`src/rtl/serial_cmd_pkg.sv`:
```
package serial_cmd_pkg;
  localparam int WORD_W  = 8;
  localparam int FRAME_W = WORD_W + 1;
  localparam int SEL_W   = 4;

  typedef enum logic [1:0] {
    MODE_IDLE  = 2'd0,
    MODE_PLAY  = 2'd1,
    MODE_WRITE = 2'd2
  } mode_e;

  localparam logic [WORD_W-1:0] CODE_WRITE = 8'b1101_1111;
  localparam logic [WORD_W-1:0] CODE_EOW   = 8'b1011_1111;
  localparam logic [WORD_W-1:0] CODE_PCHK  = 8'b0111_1111;
  localparam logic [WORD_W-SEL_W-1:0] CODE_MEL_PFX = 4'b1000;

  typedef struct packed {
    logic              vld;
    logic [WORD_W-1:0] word;
    logic              long_frame;
    logic              odd;
  } frame_t;
endpackage

```
`src/rtl/sc_sync.sv`:
```
module sc_sync #(
  parameter int N      = 3,
  parameter int STAGES = 2
) (
  input  logic         clk_i,
  input  logic         rst_ni,
  input  logic [N-1:0] d_i,
  output logic [N-1:0] q_o
);
  for (genvar i = 0; i < N; i++) begin : g_bit
    logic [STAGES-1:0] pipe;
    always_ff @(posedge clk_i or negedge rst_ni) begin
      if (!rst_ni) pipe <= '0;
      else         pipe <= {pipe[STAGES-2:0], d_i[i]};
    end
    assign q_o[i] = pipe[STAGES-1];
  end
endmodule

```
`src/rtl/sc_shift_rx.sv`:
```
module sc_shift_rx
  import serial_cmd_pkg::*;
#(
  parameter int CNT_W = 4
) (
  input  logic   clk_i,
  input  logic   rst_ni,
  input  logic   sc_rise_i,
  input  logic   strb_lvl_i,
  input  logic   strb_rise_i,
  input  logic   data_i,
  output frame_t frame_o
);
  localparam logic [CNT_W-1:0] CNT_MAX  = '1;
  localparam logic [CNT_W-1:0] CNT_LONG = CNT_W'(FRAME_W);

  logic [FRAME_W-1:0] shreg;
  logic [CNT_W-1:0]   cnt;

  always_ff @(posedge clk_i or negedge rst_ni) begin
    if (!rst_ni) begin
      shreg <= '0;
      cnt   <= '0;
    end else if (strb_rise_i) begin
      cnt <= '0;
    end else if (sc_rise_i && !strb_lvl_i) begin
      shreg <= {shreg[FRAME_W-2:0], data_i};
      if (cnt != CNT_MAX) cnt <= cnt + 1'b1;
    end
  end

  always_comb begin
    frame_o.vld        = strb_rise_i;
    frame_o.word       = shreg[WORD_W-1:0];
    frame_o.long_frame = (cnt >= CNT_LONG);
    frame_o.odd        = ^shreg;
  end
endmodule

```
`src/rtl/sc_cmd_fsm.sv`:
```
module sc_cmd_fsm
  import serial_cmd_pkg::*;
#(
  parameter int ADDR_W  = 6,
  parameter int TEMPO_W = 5
) (
  input  logic               clk_i,
  input  logic               rst_ni,
  input  frame_t             frame_i,
  input  logic               strb_fall_i,
  output mode_e              mode_o,
  output logic               play_o,
  output logic               chk_o,
  output logic               good_o,
  output logic [SEL_W-1:0]   sel_o,
  output logic [TEMPO_W-1:0] tempo_o,
  output logic               we_o,
  output logic [ADDR_W-1:0]  addr_o,
  output logic [WORD_W-1:0]  wdata_o
);
  mode_e            mode_q;
  logic             tempo_pend;
  logic [ADDR_W:0]  waddr;
  logic             ram_full;
  logic             is_mel;

  assign ram_full = waddr[ADDR_W];
  assign is_mel   = (frame_i.word[WORD_W-1:SEL_W] == CODE_MEL_PFX);

  always_ff @(posedge clk_i or negedge rst_ni) begin
    if (!rst_ni) begin
      mode_q     <= MODE_IDLE;
      play_o     <= 1'b0;
      chk_o      <= 1'b0;
      good_o     <= 1'b0;
      sel_o      <= '0;
      tempo_o    <= '0;
      tempo_pend <= 1'b0;
      waddr      <= '0;
      we_o       <= 1'b0;
      addr_o     <= '0;
      wdata_o    <= '0;
    end else begin
      we_o <= 1'b0;
      if (strb_fall_i) begin
        play_o <= 1'b0;
        chk_o  <= 1'b0;
      end
      if (frame_i.vld) begin
        unique case (mode_q)
          MODE_IDLE, MODE_PLAY: begin
            if (frame_i.word == CODE_WRITE) begin
              mode_q     <= MODE_WRITE;
              good_o     <= 1'b1;
              tempo_pend <= 1'b1;
              waddr      <= '0;
            end else if (frame_i.word == CODE_EOW) begin
              mode_q <= MODE_PLAY;
            end else if (mode_q == MODE_PLAY) begin
              if (frame_i.word == CODE_PCHK) begin
                chk_o <= 1'b1;
              end else if (is_mel) begin
                sel_o  <= frame_i.word[SEL_W-1:0];
                play_o <= 1'b1;
              end
            end
          end
          MODE_WRITE: begin
            if (frame_i.word == CODE_EOW) begin
              mode_q <= MODE_PLAY;
            end else begin
              // parity only judged on 9+ bit frames
              if (frame_i.long_frame && !frame_i.odd) good_o <= 1'b0;
              if (tempo_pend) begin
                tempo_o    <= frame_i.word[TEMPO_W-1:0];
                tempo_pend <= 1'b0;
              end else if (!ram_full) begin
                we_o    <= 1'b1;
                addr_o  <= waddr[ADDR_W-1:0];
                wdata_o <= frame_i.word;
                waddr   <= waddr + 1'b1;
              end
            end
          end
          default: mode_q <= MODE_IDLE;
        endcase
      end
    end
  end

  assign mode_o = mode_q;
endmodule

```
`src/rtl/serial_cmd_ctrl.sv`:
```
module serial_cmd_ctrl
  import serial_cmd_pkg::*;
#(
  parameter int ADDR_W      = 6,
  parameter int TEMPO_W     = 5,
  parameter int SYNC_STAGES = 2,
  parameter int CNT_W       = 4
) (
  input  logic               clk_i,
  input  logic               rst_ni,
  input  logic               sc_i,
  input  logic               strobe_i,
  input  logic               sdio_i,
  output logic               sdio_o,
  output logic               sdio_oe_o,
  output logic               play_o,
  output logic [SEL_W-1:0]   melody_sel_o,
  output logic [TEMPO_W-1:0] tempo_o,
  output logic               write_mode_o,
  output logic               ram_we_o,
  output logic [ADDR_W-1:0]  ram_addr_o,
  output logic [WORD_W-1:0]  ram_wdata_o
);
  logic [2:0] sync_q;
  logic       sc_s, strb_s, data_s;
  logic       sc_prev, strb_prev;
  logic       sc_rise, strb_rise, strb_fall;
  frame_t     frame;
  mode_e      mode;
  logic       chk, good;

  sc_sync #(.N(3), .STAGES(SYNC_STAGES)) u_sync (
    .clk_i (clk_i),
    .rst_ni(rst_ni),
    .d_i   ({sdio_i, strobe_i, sc_i}),
    .q_o   (sync_q)
  );
  assign {data_s, strb_s, sc_s} = sync_q;

  always_ff @(posedge clk_i or negedge rst_ni) begin
    if (!rst_ni) begin
      sc_prev   <= 1'b0;
      strb_prev <= 1'b0;
    end else begin
      sc_prev   <= sc_s;
      strb_prev <= strb_s;
    end
  end

  assign sc_rise   = sc_s & ~sc_prev;
  assign strb_rise = strb_s & ~strb_prev;
  assign strb_fall = ~strb_s & strb_prev;

  sc_shift_rx #(.CNT_W(CNT_W)) u_rx (
    .clk_i      (clk_i),
    .rst_ni     (rst_ni),
    .sc_rise_i  (sc_rise),
    .strb_lvl_i (strb_s),
    .strb_rise_i(strb_rise),
    .data_i     (data_s),
    .frame_o    (frame)
  );

  sc_cmd_fsm #(.ADDR_W(ADDR_W), .TEMPO_W(TEMPO_W)) u_fsm (
    .clk_i      (clk_i),
    .rst_ni     (rst_ni),
    .frame_i    (frame),
    .strb_fall_i(strb_fall),
    .mode_o     (mode),
    .play_o     (play_o),
    .chk_o      (chk),
    .good_o     (good),
    .sel_o      (melody_sel_o),
    .tempo_o    (tempo_o),
    .we_o       (ram_we_o),
    .addr_o     (ram_addr_o),
    .wdata_o    (ram_wdata_o)
  );

  assign write_mode_o = (mode == MODE_WRITE);
  assign sdio_oe_o    = chk;
  assign sdio_o       = chk & good;
endmodule

```
`config.mk`:
```
export PLATFORM = sky130hd
export DESIGN_NAME = serial_cmd_ctrl
export DESIGN_NICKNAME = d
export VERILOG_FILES = /design/src/rtl/serial_cmd_pkg.sv /design/src/rtl/sc_sync.sv /design/src/rtl/sc_shift_rx.sv /design/src/rtl/sc_cmd_fsm.sv /design/src/rtl/serial_cmd_ctrl.sv
export SDC_FILE = /design/constraint.sdc
export NUM_CORES = 1
export LEC_CHECK = 0
export BUFFER_PORTS_ARGS = -buffer_cell sky130_fd_sc_hd__clkbuf_2
export CAP_MARGIN = 25
export CORE_MARGIN = 2
export CORE_UTILIZATION = 24
export DETAILED_ROUTE_END_ITERATION = 16
export PLACE_DENSITY = 0.41
export SLEW_MARGIN = 25
export SYNTH_ARGS = -nofsm -noshare
export SYNTH_HDL_FRONTEND = slang
export SYNTH_SLANG_ARGS = --single-unit
```
`constraint.sdc`:
```
create_clock -name clk_i -period 2.85 [get_ports clk_i]
set_input_delay 0.285 -clock clk_i [delete_from_list [all_inputs] [get_ports clk_i]]
set_output_delay 0.285 -clock clk_i [all_outputs]
set_load 0.01 [all_outputs]
```
==> results of run 1 <==
worst reg2reg max path: cells and delay by family, from the launching register on:
| family | cells | cell delay, ps |
|---|---|---|
| and+or+nand+nor | 2 | 570 |
| DFF | 1 | 450 |
| muxes | 1 | 390 |
| AOI/OAI and AO/OA | 1 | 320 |
| adders and majority gates | 1 | 290 |
placed cells by master, fill, tap and decap left out, types with 2 or more instances in the layout:
cell type and count:
nand3_1 7, a21oi_1 7, nand4_1 3, a221o_1 2, ha_1 12, mux2_4 9, inv_1 9, o22a_2 2
clkbuf_8 11, xnor2_1 5, clkinv_2 2, nor2b_1 2, nor3_1 2, xor2_1 2, clkbuf_2 32, nor2_1 9
nand2_1 18, buf_4 4, o21ai_0 10, dfrtp_1 58, mux2_2 16
cells in the mapped netlist, types with 2 or more instances:
cell type  number  area share
nand3_1         7       0.014
mux2_2         16       0.070
dfrtp_1        58        0.57
nand2_1        18       0.026
nor2_1          9       0.013
o22a_2          2      0.0078
nand4_1         3      0.0073
mux2_4          9       0.053
a21oi_1         7       0.014
nor2b_1         2      0.0049
ha_1           12       0.059
nor3_1          2      0.0039
o21ai_0        10       0.020
xor2_1          2      0.0068
clkbuf_1        2      0.0029
xnor2_1         5       0.017
inv_1           9       0.013
a221o_1         2      0.0078
cell families after synthesis:
group,count (synthesis),share of synthesized area
muxes,25,0.1232
and+or+nand+nor,50,0.1075
DFF,58,0.5670
AOI/OAI and AO/OA,32,0.09385
buffers and inverters,15,0.02590
adders and majority gates,12,0.05865
xor gates and xnor gates,7,0.02395
path summary, 6_finish.rpt:
path                                                          end  slack [ps]                               from  cells past startpoint
worst max-delay path                   u_fsm.sel_o[1]$_DFFE_PN0P_         710          u_rx.shreg[2]$_DFFE_PN0P_                      5
worst min-delay path            u_sync.g_bit[0].pipe[0]$_DFF_PN0_          50                               sc_i                      1
worst max register to register         u_fsm.sel_o[1]$_DFFE_PN0P_         710          u_rx.shreg[2]$_DFFE_PN0P_                      5
worst min register to register  u_sync.g_bit[1].pipe[1]$_DFF_PN0_         350  u_sync.g_bit[1].pipe[0]$_DFF_PN0_                      0
max in group asynchronous            u_fsm.wdata_o[5]$_DFFE_PN0P_        2230                             rst_ni                      2
min in group asynchronous             u_fsm.addr_o[1]$_DFFE_PN0P_          80                             rst_ni                      2
metrics by stage:
step | power, mW | utilization
after floorplan | 1.142 | -
after global placement | 1.243 | 0.2801
after detailed placement | 1.243 | 0.2801
after CTS | 2.011 | 0.2986
after global routing | 2.094 | 0.2986
final | 1.969 | 0.2986
metal layers:
metal  part of all wire  vias to the layer above  global-route usage
met1               0.48                      783              0.1308
met4              0.012                        0             0.04731
met3              0.053                        6             0.04177
met2               0.46                       30              0.1551
li1                   -                      777                   -
met5                  0                        -                   0
state kept, by name, indices dropped and copies added, names as in the netlist, 2 cells and up:
register / count
u_rx.shreg: 9
u_fsm.wdata_o: 8
u_fsm.waddr: 7
u_fsm.addr_o: 6
u_sync.g_bit.pipe: 6
u_fsm.tempo_o: 5
u_fsm.sel_o: 4
u_rx.cnt: 4
u_fsm.mode_o: 2
power breakdown:
| group | internal (mW) | leakage [nW] | switching [mW] | total, mW |
|---|---|---|---|---|
| registers | 0.875 | 0.780 | 0.0680 | 0.943 |
| clock network | 0.438 | 0.101 | 0.311 | 0.750 |
| logic | 0.131 | 0.635 | 0.145 | 0.276 |
| total | 1.44 | 1.52 | 0.524 | 1.97 |
layout make-up:
cell class,instances,area [µm²],area share
sequential,58,1451,0.4708
multi-input combinational,126,1042,0.3381
timing repair buffer,36,190.2,0.06169
tap,136,170.2,0.05519
clock buffer,11,151.4,0.04911
clock inverter,3,40.04,0.01299
inverter,10,37.54,0.01218
==> metrics.md, run 1 <==
| Metric | Value |
|---|---|
| CP bufs+invs | `0` |
| Via Count | `around 1600` |
| WL per Instance | `13.81 µm` |
| Initial antenna violation count | `0` |
| Peak supply drop | `0.1840 mV` |
| CTS HTree Levels | `3` |
| Family with the most delay on the worst path | `simple AND/OR/NAND/NOR gates` |
| Post-DP Area | `2892 µm²` |
| CTS Hold Bufs | `0` |
| Fin cells | `380` |
| Total wire length | `5248 µm` |
| Hold Crit Class | `in -> reg` |
| Critical-path cell list | `ha_1, a41oi_2, nand4_1, nor2_1, mux2_2` |
| Full die area | `11510 µm²` |
| Status | `complete, no violations` |
| Cell count after synthesis | `199` |
| Global-route usage over all layers | `0.1037` |
| Critical path type | `reg -> reg` |
| Post-synthesis sequential area ratio | `0.5670` |
| CTS resizes | `0` |
| Row count | `37` |
| Final Worst Setup Slack | `714.6 ps` |
| DP Cell Count | `between 300 and 400` |
| Fin Hold WS | `about 54 ps` |
| Synth-to-Final Area Change | `20.43%` |
| Final hold vios | `0` |
| Ys flop type | `dfrtp_1` |
| PortBufs | `32` |
| Leak pwr | `1.516 nW` |
| Die H | `107.3 µm` |
| Core area | `10320 µm²` |
| Initial core utilization | `0.2480` |
| CTS tree | `done` |
| Worst path max stage delay | `450 ps` |
| Tmin final | `2135 ps` |
| Layout cells sized above 1 | `0.3566` |
| Antenna-violating nets left | `0` |
| Post-route DRC violation count | `0` |
| Post-synthesis net count | `216` |
| Highest clock rate | `468.3 MHz` |
| First-pass GRT wire length | `8894 µm` |
| Die W | `between 100 and 150 µm` |
| Period utilization | `0.7493` |
| Worst Path Required | `3070 ps` |
| Congestion Overflow GR | `0` |
| Yosys cell types | `42` |
| Setup Viol. Count Final | `0` |
| Post-CTS Setup Bufs | `0` |
| Router iterations before antenna repair | `4` |
| Post-Syn Area per Cell | `12.86 µm²` |
| WP data arrival | `around 2400 ps` |
| Clock Tree Buf Depth | `2` |
| Vias in the first global route | `1698` |
| GPL Wtd Cong | `0.7445` |
| CTS clk-pin slew, worst paths | `~70 ps` |
| Netlist Area Pre-Place | `~2600 µm²` |
| Synth async-reset ratio | `1.000` |
| Filler instances | `1051` |
| Largest net degree at the start of global routing | `59` |
| CTS Sinks | `58` |
| Setup TNS | `0 ps` |
| Final clock skew | `8.588 ps` |
| Ys Warns | `0` |
| Worst-Margin Slew | `roughly 750 ps` |
| Max-Cap Viols | `0` |
| Design Area, Final | `3083 µm²` |
| Post-detail-place hpwl | `3678 µm` |
| Worst slew margin | `0.4990` |
| I/O Pins | `33` |
| Vias per cell | `4.200` |
| Worst setup SP type | `register` |
| Starting DRT DRC Count | `59` |
| ANT cells | `0` |
| CP Capture Type | `register` |
| RSZ-0062 raised after global routing | `no` |
| Worst-Skew Late Latency | `330 ps` |
| CP max stage cell | `dfrtp_1` |
| EDFF count, synth | `0` |
| FF+latch count, synth | `58` |
| Maximum fanout along the worst path | `6` |
| Slew Viols, Final | `0` |
| Num CTS Buffers | `9` |
| CTS root buf | `clkbuf_8` |
| Nets@finish | `258` |
| Dpl ws | `674.5 ps` |
| P per Cell Area | `638.6 nW/µm²` |
(Power assumes the default switching activity.)
==> run 2: changes to the inputs <==
--- a/config.mk
+++ b/config.mk
@@ -10,7 +10,7 @@
 export CORE_MARGIN = 2
 export CORE_UTILIZATION = 24
 export DETAILED_ROUTE_END_ITERATION = 16
-export PLACE_DENSITY = 0.41
+export PLACE_DENSITY = 0.42
 export SLEW_MARGIN = 25
 export SYNTH_ARGS = -nofsm -noshare
 export SYNTH_HDL_FRONTEND = slang
==> constraint.sdc (replaced) <==
create_clock -name clk_i -period 1.74 [get_ports clk_i]
set_input_delay 0.174 -clock clk_i [delete_from_list [all_inputs] [get_ports clk_i]]
set_output_delay 0.174 -clock clk_i [all_outputs]
set_load 0.01 [all_outputs]
==> run 2 against run 1 <==
Compared with the run above: the flow now finishes with violations (setup timing); flip-flop and latch count is the same; cell area grew 14%; critical path depth is the same; first-iteration DRC count shrank 44%; critical path type unchanged; clock power grew 96%; die area is the same; highest routed layer unchanged; utilization grew 4.1 points; final cell count grew 8.4%; non-clock buffer count grew 30.
==> metrics.md, run 2 (synthesis gave the netlist of run 1 again) <==
| Metric | Value |
|---|---|
| Commonest non-fill, non-tap cells in the layout | `54 x dfrtp_1, 32 x clkbuf_2, 25 x buf_4, 18 x nand2_1, 14 x mux2_4` |
| Clock Tree Buf Depth | `2 (unchanged)` |
| Comb pwr share | `0.196 (+0.056)` |
| Router iterations before antenna repair | `4 (unchanged)` |
| Worst slew margin | `0.7798 (+0.2808)` |
| Clock share of power | `0.394 (+0.013)` |
| Highest clock rate | `569.8 MHz (+22%)` |
| Hold Crit Class | `reg -> reg` |
| Worst-Margin Slew | `330.3 ps (-421.2 ps)` |
| RSZ-0062 raised after global routing | `yes` |
| CTS tree | `done` |
| Final Worst Setup Slack | `-14.88 ps (-729.5 ps)` |
| Vias in the first global route | `1834 (+8.0%)` |
| Biggest regs | `u_rx.shreg: 9 flops, u_fsm.wdata_o: 8 flops, u_fsm.waddr: 7 flops` |
| R2R cell count | `5 (unchanged)` |
| GPL Wtd Cong | `0.7282 (-2.2%)` |
| Fin util | `0.3398 (+0.04121)` |
| Total wire length | `5460 µm (+4.0%)` |
| Reg-to-reg critical path startpoint | `u_rx.shreg[4]$_DFFE_PN0P_` |
| WL per Instance | `13.25 µm (-4.0%)` |
| Largest net degree at the start of global routing | `59 (unchanged)` |
| Dpl ws | `-94.12 ps (-768.6 ps)` |
| Post-DP Area | `3097 µm² (+7.1%)` |
| Vias per cell | `4.216 (+0.38%)` |
| Final clock skew | `7.448 ps (-1.140 ps)` |
| Maximum fanout along the worst path | `6 (unchanged)` |
| Reg2reg setup slack | `-10 ps (-730 ps)` |
| Worst-Skew Late Latency | `340 ps (about the same)` |
| Post-route DRC violation count | `0 (unchanged)` |
| P_int | `2.754 mW (+91%)` |
| Synth-to-Final Area Change | `37.05%` |
| Failing checks | `setup timing` |
| Sequential share of power | `0.410 (-0.069)` |
| P per Cell Area | `1063 nW/µm² (+67%)` |
| Max-Cap Viols | `0 (unchanged)` |
| Starting DRT DRC Count | `33 (-44%)` |
| I/O Pins | `33 (unchanged)` |
| Period utilization | `1.009 (+0.2593)` |
| Die W | `107.3 µm (unchanged)` |
| ANT cells | `0 (unchanged)` |
| Most common cell after layout, fill and taps aside | `dfrtp_1` |
| Switching Share | `0.2618 (-0.004644)` |
| Filler instances | `1046 (-0.48%)` |
| Switch Pwr | `0.9765 mW (+86%)` |
| CP Capture Type | `register` |
| Core area | `10320 µm² (unchanged)` |
| R2r endpoint | `u_fsm.waddr[5]$_DFFE_PN0P_` |
| CTS Sinks | `58 (unchanged)` |
| Peak supply drop | `0.4339 mV (+140%)` |
| Tmin final | `1755 ps (-380.5 ps)` |
| Die H | `107.3 µm (unchanged)` |
| Congestion Overflow GR | `0 (unchanged)` |
| Final hold vios | `0 (unchanged)` |
| CTS root buf | `clkbuf_8` |
| Hold Path End | `u_sync.g_bit[0].pipe[1]$_DFF_PN0_` |
| Status | `finished with violations` |
| Hold path cells | `0 (-1)` |
| Largest Register | `u_rx.shreg` |
| Full die area | `11510 µm² (unchanged)` |
| Antenna-violating nets left | `0 (unchanged)` |
| Global-route usage over all layers | `0.1045 (+0.0007634)` |
| Design Area, Final | `3508 µm² (+14%)` |
| Worst setup SP type | `register` |
| First-pass GRT wire length | `9211 µm (+3.6%)` |
| Worst Path Required | `1960 ps (-1110 ps)` |
| Nets@finish | `288 (+12%)` |
| Initial antenna violation count | `0 (unchanged)` |
| HP Start | `u_sync.g_bit[0].pipe[0]$_DFF_PN0_` |
| Initial core utilization | `0.2480 (unchanged)` |
| Post-detail-place hpwl | `3783 µm (+2.8%)` |
| Fin Hold WS | `348.2 ps (+294.0 ps)` |
| Setup TNS | `-27.59 ps (-27.59 ps)` |
| CTS clk-pin slew, worst paths | `60 ps (about the same)` |
| PortBufs | `32 (unchanged)` |
| Critical path type | `reg -> reg` |
| Max FFs per register | `9 (unchanged)` |
| Via Count | `1737 (+8.8%)` |
| Setup Viol. Count Final | `2 (+2)` |
| Slew Viols, Final | `0 (unchanged)` |
| Num CTS Buffers | `9 (unchanged)` |
| Leak pwr | `1.694 nW (+12%)` |
| Row count | `37 (unchanged)` |
| CTS HTree Levels | `3 (unchanged)` |
| Layout cells sized above 1 | `0.4638 (+0.1072)` |
| WP data arrival | `1980 ps (-370 ps)` |
==> run 2: changes by cell type in the layout (fill, tap and decap cells not counted), moves of 3 or more <==
cell | previous run | this run
buf_12 | 0 | 3
buf_4 | 4 | 25
dfrtp_1 | 58 | 54
dfrtp_2 | 0 | 4
dlygate4sd3_1 | 0 | 4
ha_1 | 12 | 7
ha_4 | 0 | 4
mux2_2 | 16 | 11
mux2_4 | 9 | 14
==> run 2: stage by stage <==
step	std cells	total power, mW
final	412	3.731
after global routing	412	3.939
after CTS	409	3.694
after detailed placement	387	2.173
after global placement	387	2.169
after floorplan	199	1.880
==> run 2: layer usage <==
| layer | up-vias | wire length (µm) | share of wire | global-route usage |
|---|---|---|---|---|
| met5 | - | 0 | 0 | 0 |
| met4 | 0 | 80 | 0.015 | 0.03896 |
| met3 | 7 | 209 | 0.038 | 0.03995 |
| met2 | 29 | 2554 | 0.47 | 0.1655 |
| met1 | 856 | 2615 | 0.48 | 0.1290 |
| li1 | 845 | - | - | - |
==> run 2: power groups by stage <==
stage	sequential, mW	clock (mW)	combinational [mW]
global route	1.54	1.58	0.811
floorplan	1.53	0	0.351
detailed placement	1.53	0	0.644
finish	1.53	1.47	0.732
global placement	1.53	0	0.641
CTS	1.50	1.52	0.670
==> run 2: layout make-up <==
class                           instances  area, µm²  share of cell area
Clock buffer                           12      165.2             0.04708
Clock inverter                          4      72.57             0.02068
Inverter                               10      37.54             0.01070
Multi-Input combinational cell        126       1136              0.3238
Sequential cell                        58       1456              0.4151
Tap cell                              136      170.2             0.04850
Timing Repair Buffer                   66      470.5              0.1341
==> run 2: worst max path at each step <==
stage                              start                         end  slack, ps  depth (start not counted)
6_report       u_rx.shreg[4]$_DFFE_PN0P_  u_fsm.waddr[5]$_DFFE_PN0P_        -10                          5
5_1_grt        u_rx.shreg[4]$_DFFE_PN0P_  u_fsm.waddr[5]$_DFFE_PN0P_        -90                          5
4_1_cts        u_rx.shreg[5]$_DFFE_PN0P_  u_fsm.waddr[5]$_DFFE_PN0P_        0.2                          7
3_5_place_dp   u_rx.shreg[4]$_DFFE_PN0P_  u_fsm.sel_o[2]$_DFFE_PN0P_        -90                          5
3_3_place_gp   u_rx.shreg[4]$_DFFE_PN0P_  u_fsm.sel_o[1]$_DFFE_PN0P_        -80                          5
2_1_floorplan  u_rx.shreg[2]$_DFFE_PN0P_  u_fsm.waddr[5]$_DFFE_PN0P_        -20                          5
==> run 2: worst max-delay path, stage by stage, from the launching register on <==
cell,delay (ps)
dfrtp_2,450
ha_4,180
a41o_1,270
a211oi_4,280
o21ai_4,140
a221o_1,320
==> run 2: what timing repair did <==
item / in CTS / in global routing
pin swaps: 3 / 6
setup endpoints to repair: 20 / 29
buffers inserted: 2 / 3
hold buffers: 4 / 0
gates resized for setup: 2 / 22
endpoints found under the hold margin: 61 / 0
gates cloned: 0 / 0
